--- config.mk ---
export PLATFORM = sky130hd
export DESIGN_NAME = hzd_interlock
export DESIGN_NICKNAME = d
export VERILOG_FILES = /design/src/rtl/hzd_pkg.sv /design/src/rtl/hzd_stage_pipe.sv /design/src/rtl/hzd_stall_detect.sv /design/src/rtl/hzd_fwd_select.sv /design/src/rtl/hzd_interlock.sv
export SDC_FILE = /design/constraint.sdc
export NUM_CORES = 1
export LEC_CHECK = 0
export ABC_CLOCK_PERIOD_IN_PS = 1600
export CAP_MARGIN = 20
export CORE_MARGIN = 5
export CORE_UTILIZATION = 40
export DETAILED_ROUTE_END_ITERATION = 7
export DONT_BUFFER_PORTS = 1
export SLEW_MARGIN = 0
export SYNTH_ARGS = -nofsm -noshare
export SYNTH_HDL_FRONTEND = slang
export SYNTH_HIERARCHICAL = 1
export SYNTH_SLANG_ARGS = --single-unit
export TNS_END_PERCENT = 1
--- constraint.sdc ---
create_clock -name clk -period 1.6 [get_ports clk]
set_input_delay 0.4 -clock clk [delete_from_list [all_inputs] [get_ports clk]]
set_output_delay 0.4 -clock clk [all_outputs]
set_load 0.02 [all_outputs]
--- src/rtl/hzd_pkg.sv ---
package hzd_pkg;
  localparam int unsigned REG_AW = 5;
  typedef logic [REG_AW-1:0] ridx_t;

  // Control view of one pipeline slot
  typedef struct packed {
    logic  we;
    logic  load;
    ridx_t rd;
    logic  use1;
    ridx_t rs1;
    logic  use2;
    ridx_t rs2;
  } sctl_t;

  typedef enum logic [1:0] {
    FWD_RF  = 2'd0,
    FWD_MEM = 2'd1,
    FWD_WB  = 2'd2
  } fwd_e;

  localparam sctl_t BUBBLE = '0;

  // A used, nonzero source matches a writing producer
  function automatic logic src_hit(ridx_t src, logic used, sctl_t prod);
    return used && (src != '0) && prod.we && (prod.rd == src);
  endfunction

  function automatic logic any_hit(sctl_t cons, sctl_t prod);
    return src_hit(cons.rs1, cons.use1, prod) || src_hit(cons.rs2, cons.use2, prod);
  endfunction
endpackage

--- src/rtl/hzd_stage_pipe.sv ---
module hzd_stage_pipe
  import hzd_pkg::*;
(
  input  logic  clk,
  input  logic  rst_n,
  input  logic  stall,
  input  sctl_t id_ctl,
  output sctl_t ex_ctl,
  output sctl_t mem_ctl,
  output sctl_t wb_ctl
);
  always_ff @(posedge clk) begin
    if (!rst_n) begin
      ex_ctl  <= BUBBLE;
      mem_ctl <= BUBBLE;
      wb_ctl  <= BUBBLE;
    end else begin
      ex_ctl  <= stall ? BUBBLE : id_ctl;
      mem_ctl <= ex_ctl;
      wb_ctl  <= mem_ctl;
    end
  end
endmodule

--- src/rtl/hzd_stall_detect.sv ---
module hzd_stall_detect
  import hzd_pkg::*;
#(
  parameter bit BYPASS = 1'b0
) (
  input  logic  id_branch,
  input  sctl_t id_ctl,
  input  sctl_t ex_ctl,
  input  sctl_t mem_ctl,
  output logic  stall,
  output logic  br_fwd
);
  // Named hazard events, visible to the checker and to waveforms
  logic hit_ex, hit_mem, br_hit_ex, br_hit_mem;
  assign hit_ex     = any_hit(id_ctl, ex_ctl);
  assign hit_mem    = any_hit(id_ctl, mem_ctl);
  assign br_hit_ex  = id_branch && src_hit(id_ctl.rs1, id_ctl.use1, ex_ctl);
  assign br_hit_mem = id_branch && src_hit(id_ctl.rs1, id_ctl.use1, mem_ctl);

  generate
    if (BYPASS) begin : g_bypass
      assign stall  = (hit_ex && ex_ctl.load) || br_hit_ex || (br_hit_mem && mem_ctl.load);
      assign br_fwd = br_hit_mem && !mem_ctl.load;
    end else begin : g_plain
      // Producer must reach write-back; split-cycle register file covers it
      assign stall  = hit_ex || hit_mem;
      assign br_fwd = 1'b0;
    end
  endgenerate

  logic unused_bits;
  assign unused_bits = ^{id_ctl.we, id_ctl.load, id_ctl.rd, ex_ctl.rs1, ex_ctl.rs2,
                         ex_ctl.use1, ex_ctl.use2, mem_ctl.rs1, mem_ctl.rs2,
                         mem_ctl.use1, mem_ctl.use2};
endmodule

--- src/rtl/hzd_fwd_select.sv ---
module hzd_fwd_select
  import hzd_pkg::*;
#(
  parameter bit BYPASS = 1'b0
) (
  input  sctl_t ex_ctl,
  input  sctl_t mem_ctl,
  input  sctl_t wb_ctl,
  output fwd_e  fwd_a,
  output fwd_e  fwd_b
);
  function automatic fwd_e pick(ridx_t src, logic used, sctl_t m, sctl_t w);
    if (src_hit(src, used, m))      return FWD_MEM;
    else if (src_hit(src, used, w)) return FWD_WB;
    else                            return FWD_RF;
  endfunction

  generate
    if (BYPASS) begin : g_bypass
      assign fwd_a = pick(ex_ctl.rs1, ex_ctl.use1, mem_ctl, wb_ctl);
      assign fwd_b = pick(ex_ctl.rs2, ex_ctl.use2, mem_ctl, wb_ctl);
    end else begin : g_plain
      assign fwd_a = FWD_RF;
      assign fwd_b = FWD_RF;
    end
  endgenerate

  logic unused_bits;
  assign unused_bits = ^{ex_ctl, mem_ctl, wb_ctl};
endmodule

--- src/rtl/hzd_interlock.sv ---
module hzd_interlock
  import hzd_pkg::*;
#(
  parameter bit BYPASS = 1'b0
) (
  input  logic        clk,
  input  logic        rst_n,
  input  logic        id_valid,
  input  logic [4:0]  id_rs1,
  input  logic        id_use1,
  input  logic [4:0]  id_rs2,
  input  logic        id_use2,
  input  logic [4:0]  id_rd,
  input  logic        id_we,
  input  logic        id_load,
  input  logic        id_branch,
  output logic        stall,
  output logic [1:0]  fwd_a_sel,
  output logic [1:0]  fwd_b_sel,
  output logic        br_fwd,
  output logic        wb_we,
  output logic [4:0]  wb_rd
);
  sctl_t id_ctl, ex_ctl, mem_ctl, wb_ctl;
  fwd_e  fwd_a, fwd_b;
  logic  id_br_live;

  // An empty decode slot behaves like a bubble
  always_comb begin
    id_ctl      = BUBBLE;
    id_ctl.we   = id_valid && id_we;
    id_ctl.load = id_valid && id_load;
    id_ctl.rd   = id_rd;
    id_ctl.use1 = id_valid && id_use1;
    id_ctl.rs1  = id_rs1;
    id_ctl.use2 = id_valid && id_use2;
    id_ctl.rs2  = id_rs2;
  end
  assign id_br_live = id_valid && id_branch;

  hzd_stall_detect #(.BYPASS(BYPASS)) u_detect (
    .id_branch (id_br_live),
    .id_ctl    (id_ctl),
    .ex_ctl    (ex_ctl),
    .mem_ctl   (mem_ctl),
    .stall     (stall),
    .br_fwd    (br_fwd)
  );

  hzd_stage_pipe u_pipe (
    .clk     (clk),
    .rst_n   (rst_n),
    .stall   (stall),
    .id_ctl  (id_ctl),
    .ex_ctl  (ex_ctl),
    .mem_ctl (mem_ctl),
    .wb_ctl  (wb_ctl)
  );

  hzd_fwd_select #(.BYPASS(BYPASS)) u_fwd (
    .ex_ctl  (ex_ctl),
    .mem_ctl (mem_ctl),
    .wb_ctl  (wb_ctl),
    .fwd_a   (fwd_a),
    .fwd_b   (fwd_b)
  );

  assign fwd_a_sel = fwd_a;
  assign fwd_b_sel = fwd_b;
  assign wb_we     = wb_ctl.we;
  assign wb_rd     = wb_ctl.rd;

  logic unused_bits;
  assign unused_bits = ^{wb_ctl.load, wb_ctl.rs1, wb_ctl.rs2, wb_ctl.use1, wb_ctl.use2};
endmodule

==> impl_metrics.yaml, run 1 <==
status:
  outcome: "complete, but fails checks"
  violations: "setup timing"
cts:
  clkLatencyLatePin_ps: 290
  numClockSinks: 18
  clk_path_buf_depth: 2
  postCtsHoldBufs: 0
  clk_root_buffer_cell: "clkbuf_4"
  cts_made_buffers: 3
  tritoncts: "built"
  path_clk_slew_ps: 110
  cts_htree_levels: 1
cells_and_area:
  fin_nets: 108
  multiInputGateArea_um2: 437
  area_growth_syn_to_layout_pct: 1.99
  fillCellCount: 221
  num_antenna_cells: 0
  fin_util: 0.418
  stdcell_count: 112
  area.sequential_um2: 363
  design_area_um2: 897
  drive_above_1_share: 0.155
timing:
  hold_viol: 0
  timing.final.setup_violations: 4
  fin_worst_skew_ps: 8.97
  fin_crit_sh: 1.25
  minimum_period_implied_by_the_final_worst_setup_slack_ps: 2000
  setup_tns_after_final_layout_ps: -452
  worst_slack_ps: -404
  max_clock_freq_ghz: 0.499
  timing.hold.ws_ps: 219
  rsz_0062_raised_after_global_routing: "yes"
  maxSlewViolCount: 0
critical_path:
  critical-path-top-delay-family: "flip-flops"
  critical_path.startpoint_type: "register"
  cp_num_buf_inv: 1
  critical_path_class: "reg -> out"
  slowest_delay_ps: 360
  worstPathArrival_ps: 1600
  crit_slowest_cell: "dfxtp_2"
  endpoint_kind: "output port"
  critPathRequiredTime_ps: 1200
  timing.critical_path.fanout_max: 7
  list_of_cells_traversed_by_the_critical_path: "xor2_1, nor4_1, a32oi_1, o22ai_2, buf_6"
pwr:
  power_uw: 839
  power_report.internal_total_uw: 645
  power.ir.vdd_worst_uv: 548
  combPwrFrac: 0.089
  pwr_density_cell_nw_per_um2: 935
  static-leakage-power_nw: 0.381
  power.net_switching_uw: 194
  p_sw_frac: 0.231
  sequentialPowerShare: 0.580
  clockPowerShare: 0.331
logic_synthesis:
  post_synth.cell_area_avg_um2: 10.2
  ys_warn_count: 6
  mappedNetlistArea_um2: 880
  synthesis.instances: 86
global_routing:
  track_usage: 0.111
  grt_overflow_total: 0
  first_global_vias: 581
  grt_pass1_wl_um: 2700
  grt_start_max_net_pins: 19
  number_of_antenna_violations_at_the_first_check_in_global_routing: 0
floorplanning:
  die_width_um: 56.9
  site_rows: 17
  fp.dieArea_um2: 3240
  floorplan.die.height_um: 56.9
  fp.coreArea_um2: 2150
  initial_cell_density_of_the_core: 0.409
  design.portCount: 35
flow_run:
  cap_viol_max_count: 0
drt:
  detail_route.iter0.violations: 13
  dr.pass1.iters: 4
  routed_via_density: 4.94
  routed-via-count: 553
  wl_per_cell_um: 14.9
  postRouteWirelength_um: 1670
  route.detailed.drc: 0
  drtAntennaViolNets: 0
placed_design:
  placed_cell_area_um2: 855
  total_placed_cells_including_tap_cells: 108
  io_buffers: 0
  worst_setup_slack_after_placement_ps: -166
  globalplace.congestion: 0.746
  dpl.hpwl_um: 1320
min_path:
  worst_hold_path_type: "in -> reg"
registers in the layout, summed over array words and instances, names as in the netlist:
register and flops:
u_pipe/mem_ctl 6, u_pipe/wb_ctl 6, u_pipe/ex_ctl 6
power by group through the flow:
stage	combinational [mW]	clock (mW)	sequential [mW]
floorplan	0.0864	0	0.492
finish	0.0748	0.278	0.486
detailed placement	0.0731	0	0.497
global placement	0.0712	0	0.497
CTS	0.0738	0.290	0.487
global route	0.0837	0.305	0.489
area by class of cell:
cell class / count / share of cell area
multi-input combinational: 59 / 0.487
sequential: 18 / 0.404
clock buffer: 4 / 0.0404
tap: 28 / 0.0391
timing repair buffer: 3 / 0.0293
worst reg2reg max path, delay by kind of cell, from the launching register on:
family	cells	cell delay (ps)
xor+xnor	1	140
simple gates	2	510
compound gates	2	340
flops	1	360
buf+inv	1	160
cell usage in the layout (no fill, tap or decap):
master	count
and2_1	17
xor2_1	16
dfxtp_1	16
conb_1	5
nor4_1	4
xnor2_1	4
clkbuf_4	3
and3b_1	3
and3b_2	3
buf_4	2
or4_1	2
o21ai_1	2
a32oi_1	2
dfxtp_2	2
clkbuf_8	1
buf_6	1
o22ai_2	1
per-layer routing:
layer | vias to the layer above | GRT usage | part of all wire | routed length (µm)
li1 | 262 | - | - | -
met5 | - | 0 | 0 | 0
met3 | 2 | 0.0506 | 0.10 | 168
met4 | 0 | 0.0596 | 0.0060 | 10
met1 | 262 | 0.141 | 0.46 | 767
met2 | 27 | 0.153 | 0.43 | 722
final timing paths:
kind	from	end	slack, ps	depth (start not counted)
worst max-delay path	u_pipe/mem_ctl[16]	stall	-400	5
worst min register to register	u_pipe/ex_ctl[18]	u_pipe/mem_ctl[18]	480	1
worst max register to register	u_pipe/mem_ctl[16]	u_pipe/ex_ctl[14]	-20	6
worst min-delay path	rst_n	u_pipe/mem_ctl[18]	220	1
what timing repair did:
item                       4_1_cts  5_1_grt
setup buffers                    0        0
hold endpoints to repair         0        0
pin swaps                        2        2
gates resized for setup          2        1
setup endpoints to repair        4        7
Note: power is estimated with default switching activity, not from simulation.
==> run 2: changes to the inputs <==
--- a/config.mk
+++ b/config.mk
@@ -11,6 +11,7 @@
 export CORE_UTILIZATION = 40
 export DETAILED_ROUTE_END_ITERATION = 7
 export DONT_BUFFER_PORTS = 1
+export SKIP_CTS_REPAIR_TIMING = 1
 export SLEW_MARGIN = 0
 export SYNTH_ARGS = -nofsm -noshare
 export SYNTH_HDL_FRONTEND = slang
==> run 2 against run 1 <==
  * Clock-buffer cell count is the same
  * The flow still finishes with violations (setup timing)
  * Utilization is 0.99 points higher
  * Cell count unchanged
  * Largest cell class unchanged
  * Via count is 0.90% higher
  * Combinational power is 7.1% higher
  * Setup slack lost 9.1 ps
  * Register-to-register slack about the same
  * Design area rose by 2.4%
  * Critical path depth did not move
  * Non-clock buffer count did not move
  * Sequential cell count is the same
  * Global-route usage did not move
==> impl_metrics.yaml, run 2 (synthesis gave the netlist of run 1 again) <==
critical_path:
  timing.critical_path.fanout_max: 7
  critical-path-top-delay-family: "flip-flops"
  worstPathArrival_ps: 1610
  critical_path_class: "reg -> out"
  endpoint_kind: "output port"
  startpoint: "u_pipe/mem_ctl[15]"
  rr_endpoint: "u_pipe/ex_ctl[14]"
  crit_slowest_cell: "dfxtp_1"
  cp_num_buf_inv: 1
  critical_path.reg2reg.startpoint: "u_pipe/mem_ctl[15]"
  worstRegToRegCells: 6
  slowest_delay_ps: 360
  worst-path-stages: 5
  reg2reg_setup_slack_ps: -20
  critical_path.endpoint: "stall"
  critPathRequiredTime_ps: 1200
  critical_path.startpoint_type: "register"
  list_of_cells_traversed_by_the_critical_path: "xor2_1, nor4_1, a32oi_1, o22ai_2, buf_6"
timing:
  max_clock_freq_ghz: 0.497
  hold_viol: 0
  rsz_0062_raised_after_global_routing: "yes"
  fin_worst_skew_ps: 10.9
  setup_tns_after_final_layout_ps: -488
  timing.final.setup_violations: 4
  maxSlewViolCount: 0
  fin_crit_sh: 1.26
  worst_slack_ps: -414
  timing.hold.ws_ps: 217
  minimum_period_implied_by_the_final_worst_setup_slack_ps: 2010
global_routing:
  first_global_vias: 581
  track_usage: 0.111
  grt_pass1_wl_um: 2700
  number_of_antenna_violations_at_the_first_check_in_global_routing: 0
  grt_overflow_total: 0
  grt_start_max_net_pins: 19
drt:
  detail_route.iter0.violations: 11
  postRouteWirelength_um: 1690
  routed_via_density: 4.98
  routed-via-count: 558
  wl_per_cell_um: 15.1
  dr.pass1.iters: 4
  route.detailed.drc: 0
  drtAntennaViolNets: 0
placed_design:
  placed_cell_area_um2: 855
  dpl.hpwl_um: 1320
  io_buffers: 0
  worst_setup_slack_after_placement_ps: -166
  globalplace.congestion: 0.746
pwr:
  power_report.internal_total_uw: 646
  clockPowerShare: 0.331
  combPwrFrac: 0.095
  sequentialPowerShare: 0.574
  p_sw_frac: 0.236
  power.net_switching_uw: 200
  power.ir.vdd_worst_uv: 549
  pwr_density_cell_nw_per_um2: 920
  static-leakage-power_nw: 0.383
cts:
  cts_htree_levels: 1
  clkLatencyLatePin_ps: 290
  numClockSinks: 18
  clk_path_buf_depth: 2
  tritoncts: "built"
  path_clk_slew_ps: 110
  clk_root_buffer_cell: "clkbuf_4"
  cts_made_buffers: 3
cells_and_area:
  num_antenna_cells: 0
  design_area_um2: 918
  multiInputGateArea_um2: 457
  fin_nets: 108
  most-common-layout-cells: "and2_1 (17), dfxtp_1 (17), xor2_1 (15)"
  fin_util: 0.427
  area.sequential_um2: 364
  fillCellCount: 223
  drive_above_1_share: 0.179
  biggestRegsByFlops: "u_pipe/ex_ctl (6), u_pipe/mem_ctl (6), u_pipe/wb_ctl (6)"
  area_growth_syn_to_layout_pct: 4.41
status:
  violations: "setup timing"
  outcome: "complete, but fails checks"
floorplanning:
  fp.coreArea_um2: 2150
  design.portCount: 35
  die_width_um: 56.9
  floorplan.die.height_um: 56.9
  fp.dieArea_um2: 3240
  site_rows: 17
  initial_cell_density_of_the_core: 0.409
min_path:
  worst_hold_path_type: "in -> reg"
flow_run:
  cap_viol_max_count: 0
## run 2: worst reg2reg max path, cell delays in order (launching register included)
cell and delay, ps:
dfxtp_1 360, xor2_1 150, nor4_1 330, a32oi_1 180, o22ai_2 130, buf_6 160
and3b_2 200
## run 2: how the worst min path moves through the flow
stage,from,endpoint,slack [ps],depth (start not counted)
floorplan,u_pipe/ex_ctl[18],u_pipe/mem_ctl[18],440,1
global placement,u_pipe/ex_ctl[18],u_pipe/mem_ctl[18],470,1
detailed placement,u_pipe/ex_ctl[18],u_pipe/mem_ctl[18],460,1
CTS,rst_n,u_pipe/wb_ctl[18],210,1
global route,rst_n,u_pipe/wb_ctl[18],210,1
finish,rst_n,u_pipe/mem_ctl[18],220,1
## run 2: routing by layer
metal / vias to the layer above / GRT usage / wire length [µm]
met5: - / 0 / 0
met4: 0 / 0.0596 / 33
met3: 4 / 0.0506 / 168
met2: 27 / 0.153 / 701
met1: 265 / 0.141 / 790
li1: 262 / - / -
## run 2: power by group through the flow
stage                     Combinational [mW]  Clock (mW)  Sequential (mW)
after floorplan                       0.0864           0            0.492
after global placement                0.0712           0            0.497
after detailed placement              0.0731           0            0.497
after CTS                             0.0738       0.290            0.486
after global routing                  0.0887       0.305            0.488
final                                 0.0801       0.280            0.485
## run 2: layout make-up
type | instances | share of cell area
Tap cell | 28 | 0.0381
Timing Repair Buffer | 3 | 0.0286
Sequential cell | 18 | 0.396
Multi-Input combinational cell | 59 | 0.497
Clock buffer | 4 | 0.0395
## run 2: stage by stage
| step | cells | power, mW |
|---|---|---|
| 3_5_place_dp | 108 | 0.570 |
| 3_3_place_gp | 108 | 0.568 |
| 6_report | 112 | 0.845 |
| 2_1_floorplan | 89 | 0.578 |
| 4_1_cts | 112 | 0.850 |
| 5_1_grt | 112 | 0.882 |
==> run 3: changes to the inputs <==
--- a/config.mk
+++ b/config.mk
@@ -7,6 +7,7 @@
 export LEC_CHECK = 0
 export ABC_CLOCK_PERIOD_IN_PS = 1600
 export CAP_MARGIN = 20
+export CORE_ASPECT_RATIO = 0.9
 export CORE_MARGIN = 5
 export CORE_UTILIZATION = 40
 export DETAILED_ROUTE_END_ITERATION = 7
==> run 3 against run 2 <==
  * The flow still finishes with violations (setup timing)
  * Sequential power is essentially flat
  * Critical path depth unchanged
  * Combinational power down 4.4%
  * Clock-buffer cell count did not move
  * Hold slack gained 9.3 ps
  * Global-route usage fell by 0.35 points
  * Total power shrank 1.6%
  * Clock power decreased by 4%
  * Die area about the same
  * Sequential cell count unchanged
  * Setup slack improved by 29 ps
==> impl_metrics.yaml, run 3 (synthesis gave the netlist of run 1 again) <==
critical_path:
  critical_path_class: "reg -> out"
  timing.critical_path.fanout_max: 7
  worstPathArrival_ps: 1580
  rr_endpoint: "u_pipe/ex_ctl[13]"
  critPathRequiredTime_ps: 1200
  worstRegToRegCells: 6
  reg2reg_setup_slack_ps: 10
  endpoint_kind: "output port"
  critical_path.startpoint_type: "register"
  critical_path.reg2reg.startpoint: "u_pipe/mem_ctl[16]"
global_routing:
  track_usage: 0.107
  number_of_antenna_violations_at_the_first_check_in_global_routing: 0
  grt_overflow_total: 0
  grt_start_max_net_pins: 19
  first_global_vias: 545
  grt_pass1_wl_um: 2450
cts:
  cts_htree_levels: 1
  clk_path_buf_depth: 2
  clkLatencyLatePin_ps: 290
  clk_root_buffer_cell: "clkbuf_4"
  numClockSinks: 18
  path_clk_slew_ps: 100
  cts_made_buffers: 3
  tritoncts: "built"
status:
  outcome: "complete, but fails checks"
  violations: "setup timing"
drt:
  wl_per_cell_um: 14.5
  dr.pass1.iters: 4
  route.detailed.drc: 0
  postRouteWirelength_um: 1610
  routed-via-count: 542
  routed_via_density: 4.88
  drtAntennaViolNets: 0
  detail_route.iter0.violations: 9
timing:
  timing.final.setup_violations: 1
  hold_viol: 0
  max_clock_freq_ghz: 0.504
  fin_crit_sh: 1.24
  worst_slack_ps: -384
  minimum_period_implied_by_the_final_worst_setup_slack_ps: 1980
  maxSlewViolCount: 0
  fin_worst_skew_ps: 5.91
  setup_tns_after_final_layout_ps: -384
  rsz_0062_raised_after_global_routing: "yes"
  timing.hold.ws_ps: 226
cells_and_area:
  fillCellCount: 204
  fin_nets: 108
  num_antenna_cells: 0
  layout.cells.most_common: "and2_1"
  area_growth_syn_to_layout_pct: 3.70
  drive_above_1_share: 0.179
  fin_util: 0.426
  most-common-layout-cells: "and2_1 (17), xor2_1 (16), dfxtp_1 (15)"
  stdcell_count: 111
  biggestRegsByFlops: "u_pipe/ex_ctl (6), u_pipe/mem_ctl (6), u_pipe/wb_ctl (6)"
floorplanning:
  site_rows: 16
  floorplan.die.height_um: 54.5
  design.portCount: 35
  fp.dieArea_um2: 3240
  fp.coreArea_um2: 2140
  die_width_um: 59.4
  initial_cell_density_of_the_core: 0.411
pwr:
  power_report.internal_total_uw: 646
  power.ir.vdd_worst_uv: 447
  static-leakage-power_nw: 0.384
  p_sw_frac: 0.223
  pwr_density_cell_nw_per_um2: 912
  combPwrFrac: 0.092
  power.net_switching_uw: 186
  power_uw: 832
  clockPowerShare: 0.323
  sequentialPowerShare: 0.585
min_path:
  worstHoldPathCells: 1
  worst_hold_path_type: "in -> reg"
  min_delay_worst_endpoint: "u_pipe/wb_ctl[16]"
  min_from: "rst_n"
placed_design:
  globalplace.congestion: 0.909
  dpl.hpwl_um: 1330
  io_buffers: 0
  total_placed_cells_including_tap_cells: 107
flow_run:
  cap_viol_max_count: 0
==> run 3: cell counts in the layout (fill, tap and decap cells not counted) <==
Identical to the previous run, type by type.
==> run 3: worst max path at each step <==
stage / slack, ps / end / depth (start not counted) / from
3_3_place_gp: -190 / stall / 5 / id_rs2[4]
4_1_cts: -420 / stall / 6 / u_pipe/mem_ctl[13]
5_1_grt: -460 / stall / 5 / u_pipe/mem_ctl[16]
2_1_floorplan: -100 / u_pipe/ex_ctl[18] / 6 / id_rs2[4]
6_report: -380 / stall / 5 / u_pipe/mem_ctl[16]
3_5_place_dp: -170 / stall / 4 / id_rs2[1]
==> run 3: routing by layer <==
layer  vias up  share of wire  track usage
met1       255           0.39        0.120
li1        263              -            -
met4         0         0.0062       0.0264
met3         2          0.099       0.0590
met2        22           0.50        0.178
met5         -              0            0
==> run 3: metrics by stage <==
step,worst slack (ps),area [µm²]
2_1_floorplan,-95.1,897
3_3_place_gp,-185,866
3_5_place_dp,-170,866
4_1_cts,-422,902
5_1_grt,-462,912
6_report,-384,912
==> run 3: area by class of cell <==
class	instances	area, µm²	area share
Sequential cell	18	364	0.399
Tap cell	27	33.8	0.0370
Clock buffer	4	36.3	0.0398
Timing Repair Buffer	3	35.0	0.0384
Multi-Input combinational cell	59	443	0.486
==> run 3: power by group through the flow <==
stage	sequential [mW]	combinational, mW	clock (mW)
final	0.486	0.0766	0.269
after CTS	0.486	0.0742	0.278
after floorplan	0.492	0.0864	0
after detailed placement	0.496	0.0733	0
after global routing	0.489	0.0827	0.297
after global placement	0.496	0.0711	0
==> run 3: critical path, stage by stage, from the launching register on <==
cell and delay, ps:
dfxtp_2 350, xor2_1 140, nor4_1 290, a32oi_1 150, o22ai_2 210, buf_12 150
